[src/rtl/snd_port_pkg.sv]
package snd_port_pkg;
  localparam int unsigned DATA_W    = 8;
  localparam int unsigned REG_COUNT = 15;
  localparam int unsigned IDX_W     = 4;
  localparam int unsigned IO_REG    = 14;
  localparam int unsigned MIX_REG   = 7;
  localparam int unsigned DIR_BIT   = 6;
  localparam int unsigned SDA_BIT   = 0;
  localparam int unsigned SCL_BIT   = 1;

  typedef struct packed {
    logic sel_wr;
    logic dat_wr;
    logic rd_hit;
  } bus_dec_t;
endpackage

[src/rtl/snd_addr_dec.sv]
module snd_addr_dec #(
  parameter logic [15:0] SEL_A = 16'hFFFD,
  parameter logic [15:0] DAT_A = 16'hBFFD,
  parameter logic [15:0] SEL_B = 16'h00F5,
  parameter logic [15:0] DAT_B = 16'h00F6
) (
  input  logic [15:0]              addr_i,
  input  logic                     wr_i,
  input  logic                     rd_i,
  output snd_port_pkg::bus_dec_t   dec_o
);
  logic hit_sel, hit_dat, hit_rd;

  // full 16-bit compare, no partial decode
  assign hit_sel = (addr_i == SEL_A) || (addr_i == SEL_B);
  assign hit_dat = (addr_i == DAT_A) || (addr_i == DAT_B);
  assign hit_rd  = (addr_i == SEL_A) || (addr_i == DAT_B);

  assign dec_o.sel_wr = wr_i & hit_sel;
  assign dec_o.dat_wr = wr_i & hit_dat;
  assign dec_o.rd_hit = rd_i & hit_rd;
endmodule

[src/rtl/snd_reg_file.sv]
module snd_reg_file #(
  parameter int unsigned REG_COUNT = snd_port_pkg::REG_COUNT,
  parameter int unsigned IDX_W     = snd_port_pkg::IDX_W,
  parameter int unsigned DATA_W    = snd_port_pkg::DATA_W
) (
  input  logic                               clk_i,
  input  logic                               rst_ni,
  input  logic                               sel_wr_i,
  input  logic                               dat_wr_i,
  input  logic [DATA_W-1:0]                  wdata_i,
  output logic [IDX_W-1:0]                   idx_o,
  output logic                               idx_valid_o,
  output logic [REG_COUNT-1:0][DATA_W-1:0]   regs_o
);
  logic [IDX_W-1:0] idx_q;

  always_ff @(posedge clk_i or negedge rst_ni) begin
    if (!rst_ni)       idx_q <= '0;
    else if (sel_wr_i) idx_q <= wdata_i[IDX_W-1:0];
  end

  assign idx_o       = idx_q;
  assign idx_valid_o = (32'(idx_q) < REG_COUNT);

  for (genvar r = 0; r < REG_COUNT; r++) begin : g_reg
    logic we;
    assign we = dat_wr_i && (idx_q == IDX_W'(r));

    always_ff @(posedge clk_i or negedge rst_ni) begin
      if (!rst_ni)  regs_o[r] <= '0;
      else if (we)  regs_o[r] <= wdata_i;
    end


    wr_chk: assert property (@(posedge clk_i) disable iff (!rst_ni)
      (dat_wr_i && idx_q == IDX_W'(r)) |=> (regs_o[r] == $past(wdata_i)));
  end


  idx_chk: assert property (@(posedge clk_i) disable iff (!rst_ni)
    sel_wr_i |=> (idx_q == $past(wdata_i[IDX_W-1:0])));


  oor_wr_chk: assert property (@(posedge clk_i) disable iff (!rst_ni)
    (dat_wr_i && !idx_valid_o) |=> $stable(regs_o));
endmodule

[src/rtl/snd_pin_io.sv]
module snd_pin_io (
  input  logic clk_i,
  input  logic rst_ni,
  input  logic out_en_i,
  input  logic sda_bit_i,
  input  logic scl_bit_i,
  input  logic sda_i,
  output logic sda_low_o,
  output logic scl_low_o,
  output logic sda_sync_o
);
  logic [1:0] sync_q;
  logic [1:0] age_q;

  // reset to 1: idle bus level behind the pull-up
  always_ff @(posedge clk_i or negedge rst_ni) begin
    if (!rst_ni) sync_q <= 2'b11;
    else         sync_q <= {sync_q[0], sda_i};
  end

  always_ff @(posedge clk_i or negedge rst_ni) begin
    if (!rst_ni)           age_q <= '0;
    else if (age_q != 2'd2) age_q <= age_q + 2'd1;
  end

  assign sda_sync_o = sync_q[1];
  assign sda_low_o  = out_en_i & ~sda_bit_i;
  assign scl_low_o  = out_en_i & ~scl_bit_i;


  sda_sync_chk: assert property (@(posedge clk_i) disable iff (!rst_ni)
    (age_q == 2'd2) |-> (sda_sync_o == $past(sda_i, 2)));
endmodule

[src/rtl/snd_reg_port.sv]
module snd_reg_port
  import snd_port_pkg::*;
#(
  parameter logic [15:0] SEL_A = 16'hFFFD,
  parameter logic [15:0] DAT_A = 16'hBFFD,
  parameter logic [15:0] SEL_B = 16'h00F5,
  parameter logic [15:0] DAT_B = 16'h00F6
) (
  input  logic        clk_i,
  input  logic        rst_ni,
  input  logic [15:0] addr_i,
  input  logic        wr_i,
  input  logic        rd_i,
  input  logic [7:0]  wdata_i,
  output logic [7:0]  rdata_o,
  input  logic        sda_i,
  output logic        sda_low_o,
  output logic        scl_low_o
);
  localparam int unsigned SLOTS = 1 << IDX_W;

  bus_dec_t                         dec;
  logic [IDX_W-1:0]                 idx;
  logic                             idx_valid;
  logic [REG_COUNT-1:0][DATA_W-1:0] regs;
  logic [SLOTS-1:0][DATA_W-1:0]     slot;
  logic [DATA_W-1:0]                sel_val;
  logic                             sda_sync;
  logic                             out_en;

  snd_addr_dec #(
    .SEL_A(SEL_A), .DAT_A(DAT_A), .SEL_B(SEL_B), .DAT_B(DAT_B)
  ) u_dec (
    .addr_i (addr_i),
    .wr_i   (wr_i),
    .rd_i   (rd_i),
    .dec_o  (dec)
  );

  snd_reg_file #(
    .REG_COUNT(REG_COUNT), .IDX_W(IDX_W), .DATA_W(DATA_W)
  ) u_regs (
    .clk_i       (clk_i),
    .rst_ni      (rst_ni),
    .sel_wr_i    (dec.sel_wr),
    .dat_wr_i    (dec.dat_wr),
    .wdata_i     (wdata_i),
    .idx_o       (idx),
    .idx_valid_o (idx_valid),
    .regs_o      (regs)
  );

  assign out_en = regs[MIX_REG][DIR_BIT];

  snd_pin_io u_pins (
    .clk_i      (clk_i),
    .rst_ni     (rst_ni),
    .out_en_i   (out_en),
    .sda_bit_i  (regs[IO_REG][SDA_BIT]),
    .scl_bit_i  (regs[IO_REG][SCL_BIT]),
    .sda_i      (sda_i),
    .sda_low_o  (sda_low_o),
    .scl_low_o  (scl_low_o),
    .sda_sync_o (sda_sync)
  );

  // pad the file to a power of two; empty slots read as all ones
  for (genvar s = 0; s < SLOTS; s++) begin : g_slot
    if (s < REG_COUNT) begin : g_live
      assign slot[s] = regs[s];
    end else begin : g_void
      assign slot[s] = '1;
    end
  end

  always_comb begin
    sel_val = slot[idx];
    if (idx == IDX_W'(IO_REG)) sel_val[SDA_BIT] = sda_sync;
  end

  assign rdata_o = dec.rd_hit ? sel_val : '1;


  oor_rd_chk: assert property (@(posedge clk_i) disable iff (!rst_ni)
    (dec.rd_hit && !idx_valid) |-> (rdata_o == 8'hFF));


  released_chk: assert property (@(posedge clk_i) disable iff (!rst_ni)
    !regs[MIX_REG][DIR_BIT] |-> (!sda_low_o && !scl_low_o));
endmodule

[config.mk]
export PLATFORM = sky130hd
export DESIGN_NAME = snd_reg_port
export DESIGN_NICKNAME = d
export VERILOG_FILES = /design/src/rtl/snd_port_pkg.sv /design/src/rtl/snd_addr_dec.sv /design/src/rtl/snd_reg_file.sv /design/src/rtl/snd_pin_io.sv /design/src/rtl/snd_reg_port.sv
export SDC_FILE = /design/constraint.sdc
export NUM_CORES = 1
export LEC_CHECK = 0
export ABC_AREA = 1
export ABC_CLOCK_PERIOD_IN_PS = 1400
export BUFFER_PORTS_ARGS = -buffer_cell sky130_fd_sc_hd__buf_2
export CELL_PAD_IN_SITES_DETAIL_PLACEMENT = 0
export CELL_PAD_IN_SITES_GLOBAL_PLACEMENT = 1
export CORE_MARGIN = 1
export CORE_UTILIZATION = 40
export CTS_CLUSTER_DIAMETER = 40
export DETAILED_ROUTE_END_ITERATION = 16
export PLACE_DENSITY_LB_ADDON = 0.1
export SETUP_SLACK_MARGIN = 0.1
export SLEW_MARGIN = 20
export SYNTH_ARGS = -nofsm -noshare
export SYNTH_HDL_FRONTEND = slang
export SYNTH_SLANG_ARGS = --single-unit
[constraint.sdc]
create_clock -name clk_i -period 1.4 [get_ports clk_i]
set_input_delay 0.14 -clock clk_i [delete_from_list [all_inputs] [get_ports clk_i]]
set_output_delay 0.14 -clock clk_i [all_outputs]
set_load 0.005 [all_outputs]
==> out/results.tsv, run 1 <==
metric	value	unit
initial core utilization	0.4072	
Static Leak	0.004463	uW
Reg clk slew, reported paths	0.06	ns
filler instances	1619	
Syn-to-layout area delta	30.22	%
total negative slack	-16.30	ns
post-synth top area share	0.4611	
Die Ht	131.7	um
HPWL Detailed	15.64	mm
WS Path Type	reg -> out	
Max rail drop VDD	0.8472	mV
drc violations	0	
Mean Syn Cell Area	7.779	um2
layout cell share with drive strength beyond 1	0.2666	
ANT nets after route	0	
Ys Warns	0	
most frequent cells after synthesis	nand2_1 (427), nand4_1 (146), dfrtp_1 (124), clkbuf_1 (24), nor2_1 (20)	
CP required	1.26	ns
failing checks	negative setup slack	
clock root buffer	clkbuf_16	
# nets final	996	
pwr dens	932.7	mW/mm2
# setup viols final	99	
Core ar.	0.01652	mm2
routed len/inst	18.99	um
first-pass GRT wire length	36.19	mm
max_slew headroom	0.6171	
Post-synth EDFFs	0	
Skew-Pair Late Insertion Delay	0.42	ns
synthesized area	0.006729	mm2
r2r setup slk	-0.26	ns
IO Port Bufs	38	
final period utilization	1.505	
via count	6557	
RePlAce Congestion	0.8605	
Primary FF master, synth	dfrtp_1	
vias in the first global route	6369	
CP Max Fanout	8	
r2r worst-path depth	9	
Design Power	8173	uW
ANT cells	0	
# H-tree levels	4	
routed wire length	22.77	mm
number of synthesized register bits	126	
Setup crit end kind	output port	
IO Pins	39	
status	finished with violations	
Worst Tran Pin Value	0.5743	ns
initial antenna violation count	0	
Setup WS post-layout	-0.7067	ns
CTS tree	built	
Post-Syn Nets	894	
grt ovf	0	
ranking of synthesized cells by area	dfrtp_1 (46%), nand2_1 (24%), nand4_1 (14%), buf_4 (1.8%), nor2_4 (1.7%)	
Distinct cells, synth	24	
Yosys top cell by area	dfrtp_1	
FP Rows	47	
Worst Setup Start Kind	flop	
CTS max path bufs	2	
FFs w/ async S/R, synth	1.000	
fin. max-slew vios	0	
Reg-to-Reg Start	u_regs.idx_o[1]$_DFFE_PN0P_	
R2R Path End	u_regs.regs_o[15]$_DFFE_PN0P_	
Max Clock Freq	474.7	MHz
pin count of the biggest net entering global routing	66	
CTS sink count	126	
CP arrival	1.97	ns
most common cell in the netlist	nand2_1	
Fin Clk Skew	0.005785	ns
CTS Buf Count	17	
Via density	5.469	
Post-Synthesis Cells	865	
die extent in x	131.7	um
Hold Crit Class	in -> async	
router iterations before antenna repair	5	
maxcap violations	0	
die footprint	0.01734	mm2
RSZ-0062 raised after global routing	true	
sequential-to-total area share from yosys stat	0.4689	
Final Hold Fails	0	
initial drt markers	468	
fin crit period	2.107	ns
GRT Util Overall	0.2746	
[area by class of cell]
type,count,area [um2],share of cell area
timing repair buffer,138,1235,0.1409
clock buffer,25,485.5,0.05540
inverter,21,106.4,0.01214
tap,220,275.3,0.03142
sequential,126,3159,0.3606
multi-input combinational,663,3441,0.3927
clock inverter,6,60.06,0.006854
[worst max-delay path, stage by stage (launching register included)]
cell	delay [ns]
dfrtp_2	0.50
o21ai_0	0.37
nand3_1	0.16
nand2_1	0.13
nand2_1	0.09
nor2_4	0.12
nand2_1	0.05
buf_2	0.12
[kinds of logic (layout without fill, tap and decap cells)]
group / count (synthesis) / after routing / synth area share
flip-flops: 126 / 126 / 0.4689
AND/OR/NAND/NOR: 645 / 645 / 0.4606
AO/OA/AOI/OAI: 18 / 18 / 0.01339
buffers and inverters: 76 / 190 / 0.05708
[how the worst max path moves through the flow]
stage | from | end | slack [ns]
floorplan | u_regs.idx_o[1]$_DFFE_PN0P_ | rdata_o[2] | 0.01
global placement | u_regs.idx_o[1]$_DFFE_PN0P_ | rdata_o[6] | -0.44
detailed placement | u_regs.idx_o[1]$_DFFE_PN0P_ | rdata_o[6] | -0.46
CTS | u_regs.idx_o[0]$_DFFE_PN0P_ | rdata_o[1] | -0.71
global route | u_regs.idx_o[0]$_DFFE_PN0P_ | rdata_o[2] | -0.80
finish | u_regs.idx_o[0]$_DFFE_PN0P_ | rdata_o[4] | -0.71
[flip-flops by register name, indices dropped and copies added (netlist names)]
name / flops
u_regs.regs_o: 120
u_regs.idx_o: 4
u_pins.sync_q: 2
[through the flow]
| step | cell area (um2) | util | hold slack, ns | std cells | setup WS (ns) |
|---|---|---|---|---|---|
| after CTS | 8606 | 0.5208 | 0.1320 | 1194 | -0.7088 |
| after global routing | 8762 | 0.5302 | 0.1516 | 1199 | -0.7955 |
| after detailed placement | 7844 | 0.4747 | 0.02715 | 1152 | -0.4613 |
| after global placement | 7844 | 0.4747 | 0.02371 | 1152 | -0.4398 |
| after floorplan | 6858 | - | -0.1556 | 865 | 0.01041 |
| final | 8762 | 0.5302 | 0.1276 | 1199 | -0.7067 |
[report_power, final]
| part | total, uW | internal [uW] | switching [uW] |
|---|---|---|---|
| combinational | 355 | 77.7 | 277 |
| sequential | 3650 | 3650 | 1.52 |
| clock | 4170 | 2560 | 1610 |
| total | 8170 | 6290 | 1880 |
[placed cells by master, fill, tap and decap left out]
cell type	n
a21oi_2	2
nand2_4	2
inv_4	5
o21ai_2	3
clkbuf_16	17
inv_1	12
clkinv_2	3
clkinvlp_4	2
clkbuf_8	3
nor2_2	2
a21oi_1	4
inv_2	2
o21ai_1	4
nor2_4	16
nand3_1	14
o21ai_0	5
buf_6	17
buf_2	36
clkbuf_1	5
nand3_4	15
nor2_1	17
dfstp_2	2
dfrtp_2	3
nor2_8	5
nand4_1	146
dlygate4sd3_1	2
nand2_2	40
nand2_1	388
buf_4	65
bufinv_16	1
inv_8	2
buf_8	1
dfrtp_1	121
buf_12	17
[timing repair]
action | 4_1_cts | 5_1_grt
hold endpoints to repair | 125 | 0
gates resized for setup | 39 | 46
pin swaps | 21 | 16
hold buffers | 2 | 0
endpoints found under the setup margin | 129 | 129
setup buffers | 9 | 7
[per-layer routing]
layer / track usage / up-vias / wire, um
met4: 0.07364 / 0 / 345
met2: 0.4433 / 200 / 10950
li1: - / 3113 / -
met1: 0.3695 / 3213 / 10090
met3: 0.06443 / 31 / 1390
met5: 0 / - / 0
(Power assumes the default switching activity.)
==> run 2: changes to the inputs <==
Settings changed: RECOVER_POWER set to 25.
==> run 2 against run 1 <==
The run still ends with negative setup slack left. Sequential share of layout area is essentially flat. First-iteration DRC count shrank 0.43%. Design area is essentially flat. Clock skew is essentially flat. Global-route usage is the same. Critical path type unchanged. Largest power group unchanged.
==> out/results.tsv, run 2 (same netlist as run 1, synthesis figures left out) <==
metric	value	unit
fin cells	1199	
status	finished with violations	
CTS max path bufs	2	
layout cell share with drive strength beyond 1	0.2656	
Skew-Pair Late Insertion Delay	0.42	ns
die extent in x	131.7	um
drc violations	0	
failing checks	negative setup slack	
RePlAce Congestion	0.8605	
Setup WS post-layout	-0.7084	ns
# H-tree levels	4	
DP Cell Count	1152	
maxcap violations	0	
fin crit period	2.108	ns
Critical path buffers and inverters	3	
# nets final	996	
die footprint	0.01734	mm2
ANT nets after route	0	
IO Port Bufs	38	
routed len/inst	18.99	um
Core ar.	0.01652	mm2
FP Rows	47	
Max Clock Freq	474.3	MHz
GRT Util Overall	0.2746	
filler instances	1621	
Syn-to-layout area delta	30.16	%
Static Leak	0.004459	uW
initial antenna violation count	0	
CP max-delay cell	dfrtp_2	
switch share	0.2305	
CP arrival	1.97	ns
Worst Setup Start Kind	flop	
initial drt markers	466	
Setup crit end kind	output port	
Max stage delay on crit path	0.50	ns
CTS sink count	126	
RSZ-0062 raised after global routing	true	
Fin Clk Skew	0.006184	ns
Reg clk slew, reported paths	0.05	ns
Max rail drop VDD	0.8472	mV
final period utilization	1.506	
router iterations before antenna repair	5	
Final Cell Area	0.008758	mm2
fin. max-slew vios	0	
max_slew headroom	0.3033	
Final Hold Fails	0	
routed wire length	22.77	mm
Die Ht	131.7	um
initial core utilization	0.4072	
Top cell by count, worst path	nand2_1	
# setup viols final	99	
pin count of the biggest net entering global routing	66	
CP Max Fanout	21	
Reg with most FFs	u_regs.regs_o	
Seq pwr share	0.447	
Worst Tran Pin Value	1.045	ns
Via density	5.462	
ANT cells	0	
combinational share of power	0.043	
pwr dens	932.9	mW/mm2
CP required	1.26	ns
P_int	6287	uW
CP cell instances	nor2_4, buf_12, nand2_1, nand4_1, nand2_1, nand2_1, inv_1, nand3_1, buf_2	
most common cell after layout, fill and taps aside	nand2_1	
CTS Buf Count	17	
grt ovf	0	
CTS tree	built	
first-pass GRT wire length	36.19	mm
clock root buffer	clkbuf_16	
via count	6549	
Placement Cell Area	0.007844	mm2
dpl ws	-0.4613	ns
Net Switching	1883	uW
WS Path Type	reg -> out	
HPWL Detailed	15.64	mm
vias in the first global route	6369	
Hold Crit Class	in -> reg	
number of flip-flops under the largest register name	120	
IO Pins	39	
CP top delay family	simple AND/OR/NAND/NOR gates	
most frequent cells in the layout	nand2_1 (388), nand4_1 (146), dfrtp_1 (121)	
Clock Power Share	0.510	
==> run 2: cell count changes in the layout (fill, tap and decap cells not counted) <==
cell	change
clkbuf_1	+1
buf_4	-1
==> run 2: layout make-up <==
cell class / instances / area [um2] / share of cell area
inverters: 21 / 106.4 / 0.01214
repair buffers: 138 / 1231 / 0.1406
clock inverters: 6 / 60.06 / 0.006857
clock buffers: 25 / 485.5 / 0.05543
flip-flops and latches: 126 / 3159 / 0.3607
multi-input cells: 663 / 3441 / 0.3929
well taps: 220 / 275.3 / 0.03143
==> run 2: metrics by stage <==
stage                     utilization  TNS (ns)  total power [uW]  hold slack (ns)
after floorplan                     -         0              3829          -0.1556
after global placement         0.4747    -18.40              4054          0.02371
after detailed placement       0.4747    -23.57              4062          0.02715
after CTS                      0.5208    -14.86              8230           0.1320
after global routing           0.5300    -35.54              8435           0.1959
final                          0.5300    -16.12              8171           0.1949
==> run 2: repair_timing <==
action	CTS	global route
resized for setup	39	46
endpoints found under the hold margin	125	0
pin swaps	21	16
hold buffers	2	0
setup endpoints to repair	129	129
buffers inserted	9	7
==> run 2: per-layer routing <==
| layer | vias up | global-route usage | part of all wire |
|---|---|---|---|
| met3 | 33 | 0.06443 | 0.066 |
| met2 | 203 | 0.4433 | 0.48 |
| met5 | - | 0 | 0 |
| met1 | 3203 | 0.3695 | 0.44 |
| met4 | 0 | 0.07364 | 0.015 |
| li1 | 3110 | - | - |
==> run 2: worst paths after layout <==
path / to / cells past startpoint / from / slack (ns)
max reg2reg: u_regs.regs_o[15]$_DFFE_PN0P_ / 9 / u_regs.idx_o[1]$_DFFE_PN0P_ / -0.26
max: rdata_o[2] / 9 / u_regs.idx_o[0]$_DFFE_PN0P_ / -0.71
min reg2reg: u_pins.sync_q[1]$_DFF_PN1_ / 0 / u_pins.sync_q[0]$_DFF_PN1_ / 0.35
min in group asynchronous: u_regs.regs_o[98]$_DFFE_PN0P_ / 2 / rst_ni / 0.42
max in group asynchronous: u_regs.regs_o[69]$_DFFE_PN0P_ / 3 / rst_ni / 0.09
min: u_regs.idx_o[0]$_DFFE_PN0P_ / 3 / wdata_i[0] / 0.19
==> run 2: power by group through the flow <==
stage | logic [uW] | clock network, uW | registers, uW
after floorplan | 114 | 0 | 3720
after global placement | 339 | 0 | 3710
after detailed placement | 347 | 0 | 3710
after CTS | 355 | 4220 | 3650
after global routing | 379 | 4410 | 3650
final | 353 | 4170 | 3650
==> run 2: worst min-delay path, cell delays in order <==
cell and delay, ns:
buf_2 0.24, nand3_1 0.14, nand2_1 0.05
==> run 3: changes to the inputs <==
Settings changed: ABC_AREA 1 to unset, CORE_UTILIZATION 40 to 46, CTS_CLUSTER_DIAMETER 40 to 60.
==> run 3 against run 2 <==
The run still ends with negative setup slack left. Die area down 18%. Fmax down 4.1%. Non-clock buffer count down 16. Combinational power down 24%. Critical path type unchanged. Highest routed layer unchanged.
==> out/results.tsv, run 3 <==
metric	value	unit
Post-synth EDFFs	0	
most common cell in the netlist	dfrtp_1	
ranking of synthesized cells by area	dfrtp_1 (49%), mux2_2 (18%), mux4_2 (7.8%), mux2_4 (7.6%), a21oi_4 (3.6%)	
status	finished with violations	
most common cell after layout, fill and taps aside	dfrtp_1	
IO Pins	39	
number of flip-flops under the largest register name	120	
Primary FF master, synth	dfrtp_1	
Static Leak	0.003808	uW
most frequent cells in the layout	dfrtp_1 (120), mux2_4 (99), buf_4 (43)	
Post-Synthesis Cells	419	
clock root buffer	clkbuf_16	
Worst Tran Pin Value	0.6369	ns
CP top delay family	flip-flops	
mux cell area share after synthesis	0.3395	
# H-tree levels	4	
router iterations before antenna repair	4	
layout cell share with drive strength beyond 1	0.6697	
CTS max path bufs	2	
sequential-to-total area share from yosys stat	0.4998	
via count	4019	
Design Power	8258	uW
Fin Clk Skew	0.006129	ns
RePlAce Congestion	0.8262	
CP max-delay cell	dfrtp_2	
Max Clock Freq	454.7	MHz
grt ovf	0	
Distinct cells, synth	42	
Ys Warns	0	
# setup viols final	128	
HPWL Detailed	10.25	mm
drc violations	0	
Final Hold Fails	0	
routed len/inst	21.61	um
FP Rows	42	
CTS sink count	126	
pin count of the biggest net entering global routing	44	
Setup crit end kind	output port	
Top cell by count, worst path	buf_2	
Die Ht	119.2	um
CTS Buf Count	17	
routed wire length	15.65	mm
die extent in x	119.2	um
RSZ-0062 raised after global routing	true	
CP cell instances	buf_2, mux2_2, o221ai_2, nand3_2, o221ai_1, nand2_1, buf_2	
final period utilization	1.571	
dominant combinational cell family by area after synthesis	multiplexers	
Critical path buffers and inverters	2	
Via density	5.551	
WS Path Type	reg -> out	
Hold Crit Class	in -> reg	
ANT nets after route	0	
xor/xnor share of the synthesized area	0	
Syn-to-layout area delta	37.28	%
CP arrival	2.06	ns
FFs w/ async S/R, synth	1.000	
failing checks	negative setup slack	
Reg clk slew, reported paths	0.06	ns
Skew-Pair Late Insertion Delay	0.42	ns
Max rail drop VDD	0.8001	mV
number of synthesized register bits	126	
initial drt markers	224	
CP required	1.26	ns
fin. max-slew vios	0	
Max stage delay on crit path	0.41	ns
initial antenna violation count	0	
max_slew headroom	0.5754	
GRT Util Overall	0.2395	
Mean Syn Cell Area	15.07	um2
maxcap violations	0	
most frequent cells after synthesis	dfrtp_1 (124), mux2_2 (100), mux2_4 (32), mux4_2 (22), o221ai_1 (15)	
CP Max Fanout	5	
IO Port Bufs	38	
first-pass GRT wire length	25.15	mm
die footprint	0.01420	mm2
Core ar.	0.01330	mm2
Adder-Cell Fraction of Synth Area	0	
fin crit period	2.199	ns
Compound-Gate Fraction of Synth Area	0.06659	
Post-Syn Nets	448	
ANT cells	0	
pwr dens	952.9	mW/mm2
Worst Setup Start Kind	flop	
Yosys top cell by area	dfrtp_1	
initial core utilization	0.4749	
post-synth top area share	0.4915	
synthesized area	0.006314	mm2
Reg with most FFs	u_regs.regs_o	
CTS tree	built	
simple-gate area share of the yosys netlist	0.07471	
vias in the first global route	4348	
Setup WS post-layout	-0.7995	ns
final core occ	0.6519	
# nets final	564	
[run 3: cell count changes in the layout (fill, tap and decap cells not counted), sizes merged, moves of 4 or more]
| cell | change |
|---|---|
| nand3 | -15 |
| nand2 | -417 |
| mux2 | +133 |
| nor2b | +4 |
| a21oi | +10 |
| o21ai | -11 |
| inv | -18 |
| nor2 | -30 |
| clkbuf | -5 |
| mux4 | +22 |
| o221ai | +15 |
| nand2b | +11 |
| nand4 | -139 |
| buf | -17 |
[run 3: per-layer routing]
layer  vias up  part of all wire  GRT usage
li1       1816                 -          -
met1      2124              0.46     0.3322
met2        68              0.50     0.3815
met3        11             0.034    0.05220
met4         0            0.0070    0.06171
met5         -                 0          0
[run 3: final timing paths]
kind,start,endpoint,slack (ns),cells after the start
worst max-delay path,u_regs.idx_o[1]$_DFFE_PN0P_,rdata_o[3],-0.80,7
worst min-delay path,wdata_i[5],u_regs.regs_o[13]$_DFFE_PN0P_,0.23,2
worst max register to register,u_regs.idx_o[1]$_DFFE_PN0P_,u_regs.regs_o[8]$_DFFE_PN0P_,-0.44,7
worst min register to register,u_pins.sync_q[0]$_DFF_PN1_,u_pins.sync_q[1]$_DFF_PN1_,0.36,0
max in group asynchronous,rst_ni,u_regs.regs_o[108]$_DFFE_PN0P_,0.25,3
min in group asynchronous,rst_ni,u_regs.regs_o[43]$_DFFE_PN0P_,0.27,2
[run 3: cell type report]
type                    instances  area [um2]
clock buffers                  19       442.9
clock inverters                13       140.1
well taps                     176       220.2
multi-input cells             267        3502
inverters                       1       3.754
repair buffers                122        1197
fillers                       951        4628
flip-flops and latches        126        3161
[run 3: cells by family after synthesis]
kind of cell / Yosys count
DFF: 126
buffers and inverters: 26
AOI/OAI and AO/OA: 38
and+or+nand+nor: 71
muxes: 158
[run 3: report_power, final]
group	leakage (uW)	switching (uW)	internal (uW)
Clock	0.000276	1670	2670
Sequential	0.00175	1.89	3650
Combinational	0.00179	186	81.6
[run 3: timing repair]
item                                    CTS  global route
buffers inserted                         11             1
pin swaps                                10            11
hold endpoints to repair                125             0
endpoints found under the setup margin  130           132
hold buffers                              2             0
gates resized for setup                  39            15
[run 3: stage by stage]
step,TNS [ns],cell area (um2),cells,setup WS [ns],hold slack (ns)
6_report,-44.39,8667,724,-0.7995,0.2262
5_1_grt,-50.98,8667,724,-0.9011,0.2215
4_1_cts,-49.09,8628,725,-0.8032,0.1703
3_5_place_dp,-62.61,7751,680,-0.5519,0.06599
3_3_place_gp,-60.36,7751,680,-0.5121,0.06020
2_1_floorplan,-37.86,6681,419,-0.3629,-0.1556
